==> config.mk <==
export PLATFORM = sky130hd
export DESIGN_NAME = wdg_guard
export DESIGN_NICKNAME = d
export VERILOG_FILES = /design/src/rtl/wdg_pkg.sv /design/src/rtl/wdg_prescale.sv /design/src/rtl/wdg_count.sv /design/src/rtl/wdg_arm.sv /design/src/rtl/wdg_pulse.sv /design/src/rtl/wdg_guard.sv
export SDC_FILE = /design/constraint.sdc
export NUM_CORES = 1
export LEC_CHECK = 0
export CAP_MARGIN = 20
export CORE_UTILIZATION = 59
export CTS_CLUSTER_DIAMETER = 100
export DETAILED_ROUTE_END_ITERATION = 12
export DONT_BUFFER_PORTS = 1
export GPL_TIMING_DRIVEN = 0
export PLACE_DENSITY = 0.83
export SLEW_MARGIN = 10
export SYNTH_ARGS = -nofsm -noshare
export SYNTH_HDL_FRONTEND = slang
export SYNTH_SLANG_ARGS = --single-unit
==> constraint.sdc <==
create_clock -name clk -period 4.3 [get_ports clk]
set_clock_uncertainty 0.2 [all_clocks]
set_input_delay 1.075 -clock clk [delete_from_list [all_inputs] [get_ports clk]]
set_output_delay 1.075 -clock clk [all_outputs]
set_load 0.005 [all_outputs]
==> src/rtl/wdg_pkg.sv <==
// Package wdg_pkg
// Shared types for the guarded watchdog. The pin state selects one of
// two operating modes; everything else is parameterised per instance.
package wdg_pkg;
    typedef enum logic {
        WD_RUN = 1'b0,   // watchdog counting, power-down refused
        WD_OFF = 1'b1    // watchdog held, power-down permitted
    } wd_mode_e;
endpackage

==> src/rtl/wdg_prescale.sv <==
// Module wdg_prescale
// Free-running prescaler advanced by the machine-cycle enable. Emits a
// one-cycle step when it carries out of its top value.
// Assumes: clr and run are synchronous to clk; clr has priority over counting.
module wdg_prescale #(
    parameter int PRE_W = 11
) (
    input  logic clk,
    input  logic rst_n,
    input  logic run,
    input  logic mc_en,
    input  logic clr,
    output logic step
);
    logic [PRE_W-1:0] pre_q;

    // Prescaler register: held at zero when off or on reload, else counts.
    always_ff @(posedge clk) begin
        if (!rst_n || !run || clr)
            pre_q <= '0;
        else if (mc_en)
            pre_q <= pre_q + PRE_W'(1);
    end

    // Carry out: the enable pulse that takes the prescaler past its top.
    assign step = run && mc_en && (&pre_q);


    pre_clr_chk: assert property (@(posedge clk) disable iff (!rst_n)
        clr |=> (pre_q == '0));
endmodule

==> src/rtl/wdg_count.sv <==
// Module wdg_count
// Watchdog up-counter. Loads the reload value, steps on prescaler carry
// and flags a wrap; the wrap is registered into a one-clock system reset.
// Assumes: load is already qualified by the permission flag and run.
module wdg_count #(
    parameter int CNT_W = 8
) (
    input  logic             clk,
    input  logic             rst_n,
    input  logic             run,
    input  logic             step,
    input  logic             load,
    input  logic [CNT_W-1:0] load_val,
    output logic             ovf,
    output logic             sys_rst
);
    logic [CNT_W-1:0] cnt_q;

    // Wrap detect: a step at the top value, cancelled by a same-cycle reload.
    assign ovf = step && (&cnt_q) && !load;

    // Counter register: zero when off, reload wins, else step.
    always_ff @(posedge clk) begin
        if (!rst_n || !run)
            cnt_q <= '0;
        else if (load)
            cnt_q <= load_val;
        else if (step)
            cnt_q <= cnt_q + CNT_W'(1);
    end

    // System reset register: one clock after each wrap.
    always_ff @(posedge clk) begin
        if (!rst_n)
            sys_rst <= 1'b0;
        else
            sys_rst <= ovf;
    end


    one_clk_chk: assert property (@(posedge clk) disable iff (!rst_n)
        sys_rst |=> !sys_rst);

    wrap_zero_chk: assert property (@(posedge clk) disable iff (!rst_n)
        sys_rst |-> (cnt_q == '0));

    hold_zero_chk: assert property (@(posedge clk) disable iff (!rst_n)
        !run |=> (cnt_q == '0));

    load_take_chk: assert property (@(posedge clk) disable iff (!rst_n)
        load |=> (cnt_q == $past(load_val)) && !sys_rst);
endmodule

==> src/rtl/wdg_arm.sv <==
// Module wdg_arm
// Reload permission flag. Set by software, dropped by the reload it
// permits, by a counter wrap, and while the watchdog is off.
// Assumes: a reload in the same cycle as a set request wins (flag clears).
module wdg_arm (
    input  logic clk,
    input  logic rst_n,
    input  logic run,
    input  logic arm_set,
    input  logic load,
    input  logic ovf,
    output logic arm_q
);
    // Flag register: clear on reset/off/reload/wrap, else set on request.
    always_ff @(posedge clk) begin
        if (!rst_n || !run || load || ovf)
            arm_q <= 1'b0;
        else if (arm_set)
            arm_q <= 1'b1;
    end


    arm_drop_chk: assert property (@(posedge clk) disable iff (!rst_n)
        load |=> !arm_q);

    arm_wrap_chk: assert property (@(posedge clk) disable iff (!rst_n)
        ovf |=> !arm_q);
endmodule

==> src/rtl/wdg_pulse.sv <==
// Module wdg_pulse
// Reset-output stretcher: on a fire request, drives its output high for
// PULSE_MC machine-cycle enable pulses.
// Assumes: fires are far apart (at least one full counter period).
module wdg_pulse #(
    parameter int PULSE_MC = 3
) (
    input  logic clk,
    input  logic rst_n,
    input  logic mc_en,
    input  logic fire,
    output logic rst_out
);
    localparam int PW = $clog2(PULSE_MC + 1);
    logic [PW-1:0] left_q;

    // Remaining machine cycles of the pulse: reload on fire, count down.
    always_ff @(posedge clk) begin
        if (!rst_n)
            left_q <= '0;
        else if (fire)
            left_q <= PW'(PULSE_MC);
        else if (mc_en && left_q != '0)
            left_q <= left_q - PW'(1);
    end

    assign rst_out = (left_q != '0);


    pulse_go_chk: assert property (@(posedge clk) disable iff (!rst_n)
        fire |=> rst_out && (left_q == PW'(PULSE_MC)));

    pulse_hold_chk: assert property (@(posedge clk) disable iff (!rst_n)
        (rst_out && !mc_en && !fire) |=> rst_out);
endmodule

==> src/rtl/wdg_guard.sv <==
// Module wdg_guard (top)
// Guarded watchdog: prescaler, up-counter, reload permission flag and
// reset-output stretcher. The disable pin picks between watchdog and
// power-down. Assumes all inputs are synchronous to clk.
module wdg_guard
    import wdg_pkg::*;
#(
    parameter int PRE_W    = 11,
    parameter int CNT_W    = 8,
    parameter int PULSE_MC = 3
) (
    input  logic             clk,
    input  logic             rst_n,
    input  logic             mc_en,
    input  logic             wr_en,
    input  logic [CNT_W-1:0] wr_data,
    input  logic             arm_set,
    input  logic             wd_off_pin,
    output logic             sys_rst,
    output logic             rst_out,
    output logic             pd_allow
);
    wd_mode_e mode;
    logic     run;
    logic     arm_q;
    logic     load;
    logic     step;
    logic     ovf;

    // Mode select from the pin.
    assign mode     = wd_off_pin ? WD_OFF : WD_RUN;
    assign run      = (mode == WD_RUN);
    assign pd_allow = (mode == WD_OFF);

    // A write becomes a reload only while running and permitted.
    assign load = run && wr_en && arm_q;

    wdg_arm u_arm (
        .clk     (clk),
        .rst_n   (rst_n),
        .run     (run),
        .arm_set (arm_set),
        .load    (load),
        .ovf     (ovf),
        .arm_q   (arm_q)
    );

    wdg_prescale #(.PRE_W(PRE_W)) u_pre (
        .clk   (clk),
        .rst_n (rst_n),
        .run   (run),
        .mc_en (mc_en),
        .clr   (load),
        .step  (step)
    );

    wdg_count #(.CNT_W(CNT_W)) u_cnt (
        .clk      (clk),
        .rst_n    (rst_n),
        .run      (run),
        .step     (step),
        .load     (load),
        .load_val (wr_data),
        .ovf      (ovf),
        .sys_rst  (sys_rst)
    );

    wdg_pulse #(.PULSE_MC(PULSE_MC)) u_pls (
        .clk     (clk),
        .rst_n   (rst_n),
        .mc_en   (mc_en),
        .fire    (ovf),
        .rst_out (rst_out)
    );


    off_quiet_chk: assert property (@(posedge clk) disable iff (!rst_n)
        wd_off_pin |=> !sys_rst);

    no_arm_chk: assert property (@(posedge clk) disable iff (!rst_n)
        (wr_en && !arm_q) |-> !load);
endmodule

**Yosys cells after proc, flatten, opt, wreduce, memory -nomap -nowiden**

Cells that the tools add are included.

- $add $sub $neg: 3
- Mux-type cells: 5
- Bitwise gates (word level): 1
- Reductions and logical operators: 17

Operators by type and width:

| operator | count |
|---|---|
| 2-to-1 mux 8 bit | 2 |
| adder 11 x 1 -> 11 bit, second input constant | 1 |
| AND reduction 11 bit | 1 |
| adder 8 x 1 -> 8 bit, second input constant | 1 |
| AND reduction 8 bit | 1 |
| logical AND 1 bit | 7 |
| nonzero test 2 bit | 3 |
| 2-to-1 mux 2 bit | 2 |
| logical OR 1 bit | 3 |
| zero test 1 bit | 2 |
| subtractor 2 x 1 -> 2 bit, second input constant | 1 |
| 2-to-1 mux 1 bit | 1 |
| NOT 1 bit | 1 |

- Bits in registers: 23
- Output and inout bits: 3

**Logic depth before layout (Yosys ltp)**

Gate-level depths: netlist of the first run.

- Depth after elaboration: 7
- Gate-level depth with buffers: 6
- Mapped depth without buffers: 6

**Cells and area by module**

A second synthesis of the first run with hierarchy kept.

- Cells, all modules: 136
- Area, all modules: 1184.9 µm²

By module, submodules not included:

| module | times used | cells each | area each (µm²) | seq. area each (µm²) |
|---|---|---|---|---|
| wdg_prescale | 1 | 58 | 510.5 | 220.2 |
| wdg_count | 1 | 59 | 495.5 | 180.2 |
| wdg_pulse | 1 | 12 | 118.9 | 40.0 |
| wdg_arm | 1 | 4 | 40.0 | 20.0 |
| wdg_guard | 1 | 3 | 20.0 | 0.0 |

**Least setup slack after synthesis of the first run**

Ideal clock, no wire load.

- Kind: input port to output port
- From: input wd_off_pin
- To: output pd_allow
- Arrival: 1.186 ns
- Required time: 3.025 ns
- Setup slack: 1.839 ns
- Stages: 1
- Path buffers: 1
- Path through: buf_4

- Longest elaborated chain between the ends: 1

Ends and longest elaborated chain:

| what | RTL line | RTL |
|---|---|---|
| start: declaration | wdg_guard.sv:18 | `input logic wd_off_pin,` |
| 2-to-1 mux 1 bit | wdg_guard.sv:31 | `assign mode = wd_off_pin ? WD_OFF : WD_RUN;` |
| end: declaration | wdg_guard.sv:21 | `output logic pd_allow` |

No other way between the ends.

**Final worst setup path of the first run**

Ends and elaborated chain as after synthesis.

==> results of run 1 <==
-- power groups by stage --
stage          sequential, W  clock (W)  combinational (W)
3_5_place_dp        0.000225          0          0.0000265
6_report            0.000221  0.0000982          0.0000265
5_1_grt             0.000221   0.000107          0.0000311
2_1_floorplan       0.000225          0          0.0000225
3_3_place_gp        0.000225          0          0.0000253
4_1_cts             0.000221   0.000102          0.0000267
-- sequential cells by signal, summed over array words and instances (netlist names) --
signal,cells
u_pre.pre_q,11
u_cnt.cnt_q,8
u_pls.left_q,2
u_arm.arm_q,1
u_cnt.sys_rst,1
-- path summary, 6_finish.rpt --
kind                  startpoint              to  slack (ns)  cells after the start
setup / recovery      wd_off_pin        pd_allow        1.84                      1
hold / removal    u_cnt.cnt_q[2]  u_cnt.cnt_q[2]        0.30                      2
setup reg to reg  u_pre.pre_q[0]  u_cnt.cnt_q[2]        2.29                      6
hold reg to reg   u_cnt.cnt_q[2]  u_cnt.cnt_q[2]        0.30                      2
-- through the flow --
| stage | cell area (sq um) | hold slack [ns] | worst slack (ns) | util |
|---|---|---|---|---|
| final | 1230 | 0.302 | 1.84 | 0.688 |
| after global routing | 1230 | 0.343 | 1.83 | 0.688 |
| after CTS | 1230 | 0.299 | 1.84 | 0.688 |
| after detailed placement | 1200 | 0.282 | 1.69 | 0.672 |
| after global placement | 1200 | 0.260 | 1.74 | 0.672 |
| after floorplan | 1170 | 0.250 | 1.84 | - |
-- kinds of logic (layout without fill, tap and decap cells) --
group / count (synthesis) / in the layout
multiplexers: 2 / 2
buffers and inverters: 9 / 13
flip-flops: 23 / 23
AND/OR/NAND/NOR: 63 / 63
adder cells (fa/ha/maj): 3 / 3
AO/OA/AOI/OAI: 20 / 20
XOR/XNOR: 13 / 13
-- metal layers --
metal,vias to the layer above,wire length [um]
met5,-,0
met3,2,80
met4,0,10
met1,417,892
li1,467,-
met2,15,1110
-- layout make-up --
| cell class | instances | area (sq um) |
|---|---|---|
| plain buffers | 4 | 22.5 |
| clock buffers | 3 | 22.5 |
| clock inverters | 1 | 5.00 |
| fillers | 147 | 557 |
| inverters | 5 | 18.8 |
| multi-input cells | 101 | 666 |
| flip-flops and latches | 23 | 460 |
| well taps | 25 | 31.3 |
-- placed cells by master, fill, tap and decap left out, types with 3 or more instances in the layout --
master and instances:
dfxtp_1 23, ha_1 3, nor3_1 3, nand2_1 11
nand4_1 5, nand3_1 5, a21oi_1 7, inv_1 5
clkbuf_4 3, and3_1 5, or2_2 3, nor2_1 18
o21ai_0 7, xor2_1 7, xnor2_1 6, nor3_2 3
-- cells in the mapped netlist, drive strengths merged --
master | n | share of area
xor2 | 7 | 0.053
nor4 | 1 | 0.018
nand2b | 1 | 0.0054
nor2 | 18 | 0.058
buf | 2 | 0.013
nor3 | 6 | 0.039
and4 | 1 | 0.0075
nand2 | 12 | 0.045
and2 | 1 | 0.0054
or2 | 3 | 0.016
o21ai | 9 | 0.045
a21oi | 8 | 0.038
nor3b | 1 | 0.011
mux2i | 2 | 0.017
o221ai | 1 | 0.0075
nor2b | 1 | 0.0054
xnor2 | 6 | 0.045
dfxtp | 23 | 0.39
or4 | 1 | 0.0096
nand4 | 6 | 0.045
a21boi | 2 | 0.013
inv | 5 | 0.016
and2b | 1 | 0.0075
clkbuf | 2 | 0.0064
ha | 3 | 0.032
and3 | 5 | 0.027
nand3 | 5 | 0.021
==> flow_metrics.tcl, run 1 <==
set metrics [dict create \
    rsz0062_at_grt "false" \
    grtUsageTotal 0.212 \
    synth_compound_area_frac 0.103 \
    drive_above_1_share 0.153 \
    synth_cell_types 32 \
    start_kind "input pin" \
    cts_max_path_buffers 2 \
    numClockSinks 23 \
    crit_chain "buf_4" \
    fin_cells 162 \
    sw_frac_of_total 0.236 \
    drt-total-wl_mm 2.09 \
    ctsRootBufferMaster "clkbuf_4" \
    nets 155 \
    tightestPinTransition_ns 0.414 \
    setup_viol 0 \
    end_kind "output pin" \
    insertion_delay_ns 0.31 \
    drt_iter0_drc 13 \
    top_usage_layer "met2" \
    post-route-drc-count 0 \
    path_buf_inv 1 \
    grt_pass1_vias 853 \
    wl_per_cell_um 12.9 \
    ant_nets 0 \
    syn_avg_cell_area_sq_um 8.78 \
    path_class "input pin to output pin" \
    vias 901 \
    cp_slowest_stage_delay_ns 0.11 \
    fp.coreArea_sq_um 1780 \
    cts_resized 0 \
    initial_core_util 0.655 \
    p_switching_w 0.0000816 \
    p_leak_nw 0.442 \
    synth_fp_nets 150 \
    die_area_sq_um 2160 \
    path_clk_slew_ns 0.13 \
    syn_inst 133 \
    cell_internal_pwr_w 0.000264 \
    ys_seq_area_frac 0.394 \
    drt-pass1-iter-count 4 \
    fmax_mhz 406 \
    cp.required_ns 3.02 \
    synth_seq_cells 23 \
    grtUsageMet1 0.217 \
    worst_path_max_delay_cell "buf_4" \
    worstPathArrival_ns 1.19 \
    port-buffer-count 0 \
    status "completed" \
    die_w_um 46.5 \
    dp_hpwl_mm 1.57 \
    synth_top_family_by_area "simple AND/OR/NAND/NOR gates" \
    hold_path_class "flop to flop" \
    power_density_nw_per_um2 282 \
    holdBufCountCts 0 \
    antenna_cells 0 \
    fin_tns_setup_ns 0 \
    cts_setup_buffers 0 \
    grtUsageMet2 0.414 \
    htreeDepth 1 \
    place_inst 158 \
    antenna_found_initial 0 \
    finalPower_w 0.000345 \
    vdd_drop_max_v 0.000281 \
    p_comb_frac 0.077 \
    final_hold_viol_count 0 \
    synth_xor_area_frac 0.0975 \
    max_cap_violations 0 \
    synth_fa_ha_area_frac 0.0322 \
    yosysWarnings 0 \
    grt-ovfl-total 0 \
    cts_made_buffers 3 \
    muxShareOfSynthArea 0.0171 \
    post-route-period-util 0.573 \
    crit_path_max_fanout 4 \
    viasPerCell 5.56 \
    maxSlewViolCount 0 \
    place.gp.congestion 0.832 \
    syn-cell-area_sq_um 1170 \
    cts_tree "yes" \
    power_frac_clock 0.284 \
    pin_count 17 \
    post-route-min-period_ns 2.46 \
    die_h_um 46.5 \
    crit_family "buffers and inverters" \
    grt_pass1_wl_mm 3.33 \
    syn_to_final_growth_pct 5.04 \
    relSlewSlack 0.722 \
    use_met3 0.0667 \
    rows 15 \
    seq_power_share 0.639 \
    grt_max_degree 14 \
    yosys.area_share.simple 0.320 \
]
No activity file was read; power rests on OpenSTA's default activity.
==> run 2, diff against run 1 <==
- CORE_UTILIZATION: 59 -> 55
- PLACE_DENSITY: 0.83 -> 0.81
- clock period: 4.3 -> 2.2 ns (I/O delays scaled with it)
==> flow_metrics.tcl, run 2 (same netlist as run 1, synthesis figures left out) <==
set metrics [dict create \
    status "completed" \
    finalPower_w 0.000681 \
    drt-total-wl_mm 1.98 \
    dp_hpwl_mm 1.47 \
    hold_end "u_cnt.sys_rst" \
    rr_worst_depth 6 \
    final_cell_mix "23 x dfxtp_1, 18 x nor2_1, 11 x nand2_1" \
    setup_viol 0 \
    antenna_found_initial 0 \
    final_hold_viol_count 0 \
    vdd_drop_max_v 0.000302 \
    power_density_nw_per_um2 552 \
    relSlewSlack 0.708 \
    die_area_sq_um 2310 \
    grt_max_degree 14 \
    reg2reg_to "u_cnt.cnt_q[7]" \
    layout_commonest_cell "dfxtp_1" \
    start_kind "flop" \
    hold_depth 1 \
    viasPerCell 5.45 \
    syn_to_final_growth_pct 5.68 \
    post-route-period-util 0.883 \
    antenna_cells 0 \
    end_kind "flop" \
    grt_pass1_vias 730 \
    largest_reg_flops 11 \
    regMostFlops "u_pre.pre_q" \
    fin_ws_ns 0.258 \
    fin_tns_setup_ns 0 \
    dp_worst_setup_slack_ns 0.147 \
    rsz0062_at_grt "false" \
    drt-pass1-iter-count 4 \
    grt-ovfl-total 0 \
    timing.rr.start "u_pre.pre_q[0]" \
    die_h_um 48.1 \
    worstPathArrival_ns 2.00 \
    grtUsageTotal 0.190 \
    drive_above_1_share 0.161 \
    fin_cells 164 \
    die_w_um 48.1 \
    fp.coreArea_sq_um 1980 \
    fmax_mhz 515 \
    wl_per_cell_um 12.0 \
    hold_path_class "input pin to flop" \
    rows 16 \
    numClockSinks 23 \
    cp.required_ns 2.26 \
    place.gp.congestion 0.708 \
    port-buffer-count 0 \
    ant_nets 0 \
    grt_pass1_wl_mm 3.03 \
    pin_count 17 \
    tightestPinTransition_ns 0.438 \
    nets 155 \
    rrSetupSlack_ns 0.26 \
    htreeDepth 1 \
    path_clk_slew_ns 0.13 \
    max_cap_violations 0 \
    maxSlewViolCount 0 \
    drt_iter0_drc 14 \
    place_inst 160 \
    hold_start "rst_n" \
    n_fill_cell 164 \
    post-route-drc-count 0 \
    ctsRootBufferMaster "clkbuf_4" \
    p_leak_nw 0.442 \
    insertion_delay_ns 0.32 \
    cts_max_path_buffers 2 \
    crit_path_max_fanout 6 \
    reg_top3 "u_pre.pre_q: 11 flops, u_cnt.cnt_q: 8 flops, u_pls.left_q: 2 flops" \
    cts_made_buffers 3 \
    initial_core_util 0.589 \
    cts_tree "yes" \
    post-route-min-period_ns 1.94 \
    path_class "flop to flop" \
    vias 893 \
]
## run 2: critical path, stage by stage, from the launching register on
cell     delay [ns]
dfxtp_1        0.42
ha_1           0.22
nand2_1        0.16
nor4_4         0.41
nand4_1        0.16
xor2_1         0.17
a21oi_1        0.13
## run 2: how the worst max path moves through the flow
stage | startpoint | to
floorplan | mc_en | u_cnt.cnt_q[0]
global placement | mc_en | u_cnt.cnt_q[2]
detailed placement | mc_en | u_cnt.cnt_q[2]
CTS | u_pre.pre_q[0] | u_cnt.cnt_q[2]
global route | u_pre.pre_q[0] | u_cnt.cnt_q[7]
finish | u_pre.pre_q[0] | u_cnt.cnt_q[7]
## run 2: final cells by class
cell class / count / area [sq um] / area share
multi-input combinational: 101 / 671 / 0.544
sequential: 23 / 460 / 0.373
tap: 27 / 33.8 / 0.0274
clock buffer: 3 / 22.5 / 0.0183
buffer: 4 / 22.5 / 0.0183
inverter: 5 / 18.8 / 0.0152
clock inverter: 1 / 5.00 / 0.00406
## run 2: per-layer routing
layer  global-route usage  share of wire  vias up
met2                0.300           0.44       17
met3               0.0377          0.043        5
li1                     -              -      469
met4               0.0833          0.022        0
met5                    0              0        -
met1                0.250           0.50      402
## run 2: timing repair
| action | in CTS | in global routing |
|---|---|---|
| setup buffers | 0 | 0 |
| setup endpoints to repair | 0 | 4 |
| hold buffers | 0 | 0 |
| gates resized for setup | 0 | 1 |
## run 2: report_power, final
part,internal [W],total [W],switching [W]
Clock,0.0000681,0.000197,0.000129
Combinational,0.0000229,0.0000524,0.0000295
Sequential,0.000425,0.000432,0.00000657
## run 2: stage by stage
step	util	hold WS (ns)	cell area, sq um
final	0.622	0.149	1230
after floorplan	-	0.250	1170
after global placement	0.606	0.268	1200
after global routing	0.622	0.136	1230
after CTS	0.620	0.145	1230
after detailed placement	0.606	0.265	1200
==> run 3, diff against run 2 <==
- CORE_UTILIZATION: 55 -> 59
- CTS_BUF_LIST: not set -> sky130_fd_sc_hd__clkbuf_4 sky130_fd_sc_hd__clkbuf_8 sky130_fd_sc_hd__clkbuf_16
- PLACE_DENSITY: 0.81 -> 0.83
- REMOVE_ABC_BUFFERS: not set -> 1
- clock period: 2.2 -> 2.5 ns (I/O delays scaled with it)
==> flow_metrics.tcl, run 3 (same netlist as run 1, synthesis figures left out) <==
set metrics [dict create \
    ant_nets 0 \
    final_hold_viol_count 0 \
    setup_viol 0 \
    ctsRootBufferMaster "clkbuf_4" \
    n_fill_cell 154 \
    reg_top3 "u_pre.pre_q: 11 flops, u_cnt.cnt_q: 8 flops, u_pls.left_q: 2 flops" \
    max_cap_violations 0 \
    grt_max_degree 14 \
    drive_above_1_share 0.143 \
    cts_made_buffers 3 \
    cts_resized 0 \
    post-route-drc-count 0 \
    crit_path_max_fanout 5 \
    cts_tree "yes" \
    drt-pass1-iter-count 4 \
    rr_worst_depth 6 \
    tightestPinTransition_ns 0.396 \
    dp_hpwl_mm 1.50 \
    cp-startpoint "u_pre.pre_q[0]" \
    syn_to_final_growth_pct 3.11 \
    status "completed" \
    reg2reg_to "u_cnt.cnt_q[6]" \
    cp.required_ns 2.52 \
    port-buffer-count 0 \
    grt_pass1_wl_mm 3.07 \
    p_switching_w 0.000142 \
    path_clk_slew_ns 0.12 \
    final_cell_mix "23 x dfxtp_1, 18 x nor2_1, 11 x nand2_1" \
    multi_input_area_sq_um 666 \
    layout_commonest_cell "dfxtp_1" \
    insertion_delay_ns 0.32 \
    hold_depth 1 \
    viasPerCell 5.36 \
    relSlewSlack 0.734 \
    grt-ovfl-total 0 \
    numClockSinks 23 \
    nets 151 \
    fin_tns_setup_ns 0 \
    wl_per_cell_um 12.6 \
    rrSetupSlack_ns 0.49 \
    antenna_cells 0 \
    cts_setup_buffers 0 \
    hold_start "rst_n" \
    p_comb_frac 0.070 \
    seq_power_share 0.638 \
    largest_reg_flops 11 \
    drt-total-wl_mm 1.99 \
    antenna_found_initial 0 \
    grt_pass1_vias 750 \
    timing.rr.start "u_pre.pre_q[0]" \
    whs_ns 0.228 \
    end_kind "flop" \
    vias 847 \
    rows 15 \
    grtUsageTotal 0.209 \
    drt_iter0_drc 6 \
    register_area_sq_um 460 \
    holdBufCountCts 0 \
    post-route-period-util 0.803 \
    sw_frac_of_total 0.240 \
    post-route-min-period_ns 2.01 \
    hold_path_class "input pin to flop" \
    die_h_um 46.5 \
    regMostFlops "u_pre.pre_q" \
    fp.coreArea_sq_um 1780 \
    die_w_um 46.5 \
    cell_internal_pwr_w 0.000452 \
    vdd_drop_max_v 0.000349 \
    maxSlewViolCount 0 \
    worstPathArrival_ns 2.03 \
    rsz0062_at_grt "false" \
    pin_count 17 \
    power_frac_clock 0.292 \
    start_kind "flop" \
    path_class "flop to flop" \
    htreeDepth 1 \
    fmax_mhz 498 \
    initial_core_util 0.655 \
    die_area_sq_um 2160 \
    hold_end "u_cnt.sys_rst" \
    cts_max_path_buffers 2 \
    p_leak_nw 0.430 \
    place.gp.congestion 0.778 \
    power_density_nw_per_um2 494 \
]
[run 3: cell types whose count changed in the layout (fill, tap and decap cells not counted), sizes merged]
| cell | before | now |
|---|---|---|
| buf | 2 | 0 |
| clkbuf | 5 | 3 |
[run 3: area by class of cell]
class | count | area share
clock buffer | 3 | 0.0187
clock inverter | 1 | 0.00416
inverter | 5 | 0.0156
multi-input combinational | 101 | 0.553
sequential | 23 | 0.383
tap | 25 | 0.0260
[run 3: power groups by stage]
stage	combinational (W)	sequential (W)	clock, W
2_1_floorplan	0.0000340	0.000386	0
3_3_place_gp	0.0000387	0.000387	0
3_5_place_dp	0.0000423	0.000388	0
4_1_cts	0.0000420	0.000379	0.000182
5_1_grt	0.0000472	0.000381	0.000196
6_report	0.0000416	0.000379	0.000173
[run 3: worst max path at each step]
stage                     cells past startpoint             end
after floorplan                               5  u_cnt.cnt_q[0]
after global placement                        5  u_cnt.cnt_q[7]
after detailed placement                      5  u_cnt.cnt_q[7]
after CTS                                     6  u_cnt.cnt_q[2]
after global routing                          6  u_cnt.cnt_q[6]
final                                         6  u_cnt.cnt_q[6]
[run 3: metrics by stage]
stage	util	setup WS (ns)	cells	power, W	instance area [sq um]
after floorplan	-	0.581	129	0.000420	1140
after global placement	0.660	0.479	154	0.000426	1180
after detailed placement	0.660	0.492	154	0.000430	1180
after CTS	0.675	0.504	158	0.000603	1200
after global routing	0.675	0.273	158	0.000624	1200
final	0.675	0.494	158	0.000594	1200
[run 3: routing by layer]
layer  vias up  wire length [um]  global-route usage
met1       374               914               0.225
li1        459                 -                   -
met2        10               957               0.356
met4         0                25              0.0882
met5         -                 0                   0
met3         4                87              0.0863
[run 3: worst max-delay path: stages (launching register included)]
cell and delay [ns]:
dfxtp_1 0.41, ha_1 0.22, nand2_1 0.16, nor3_1 0.38, nand2_1 0.24, nor3_1 0.23, nor3_2 0.07
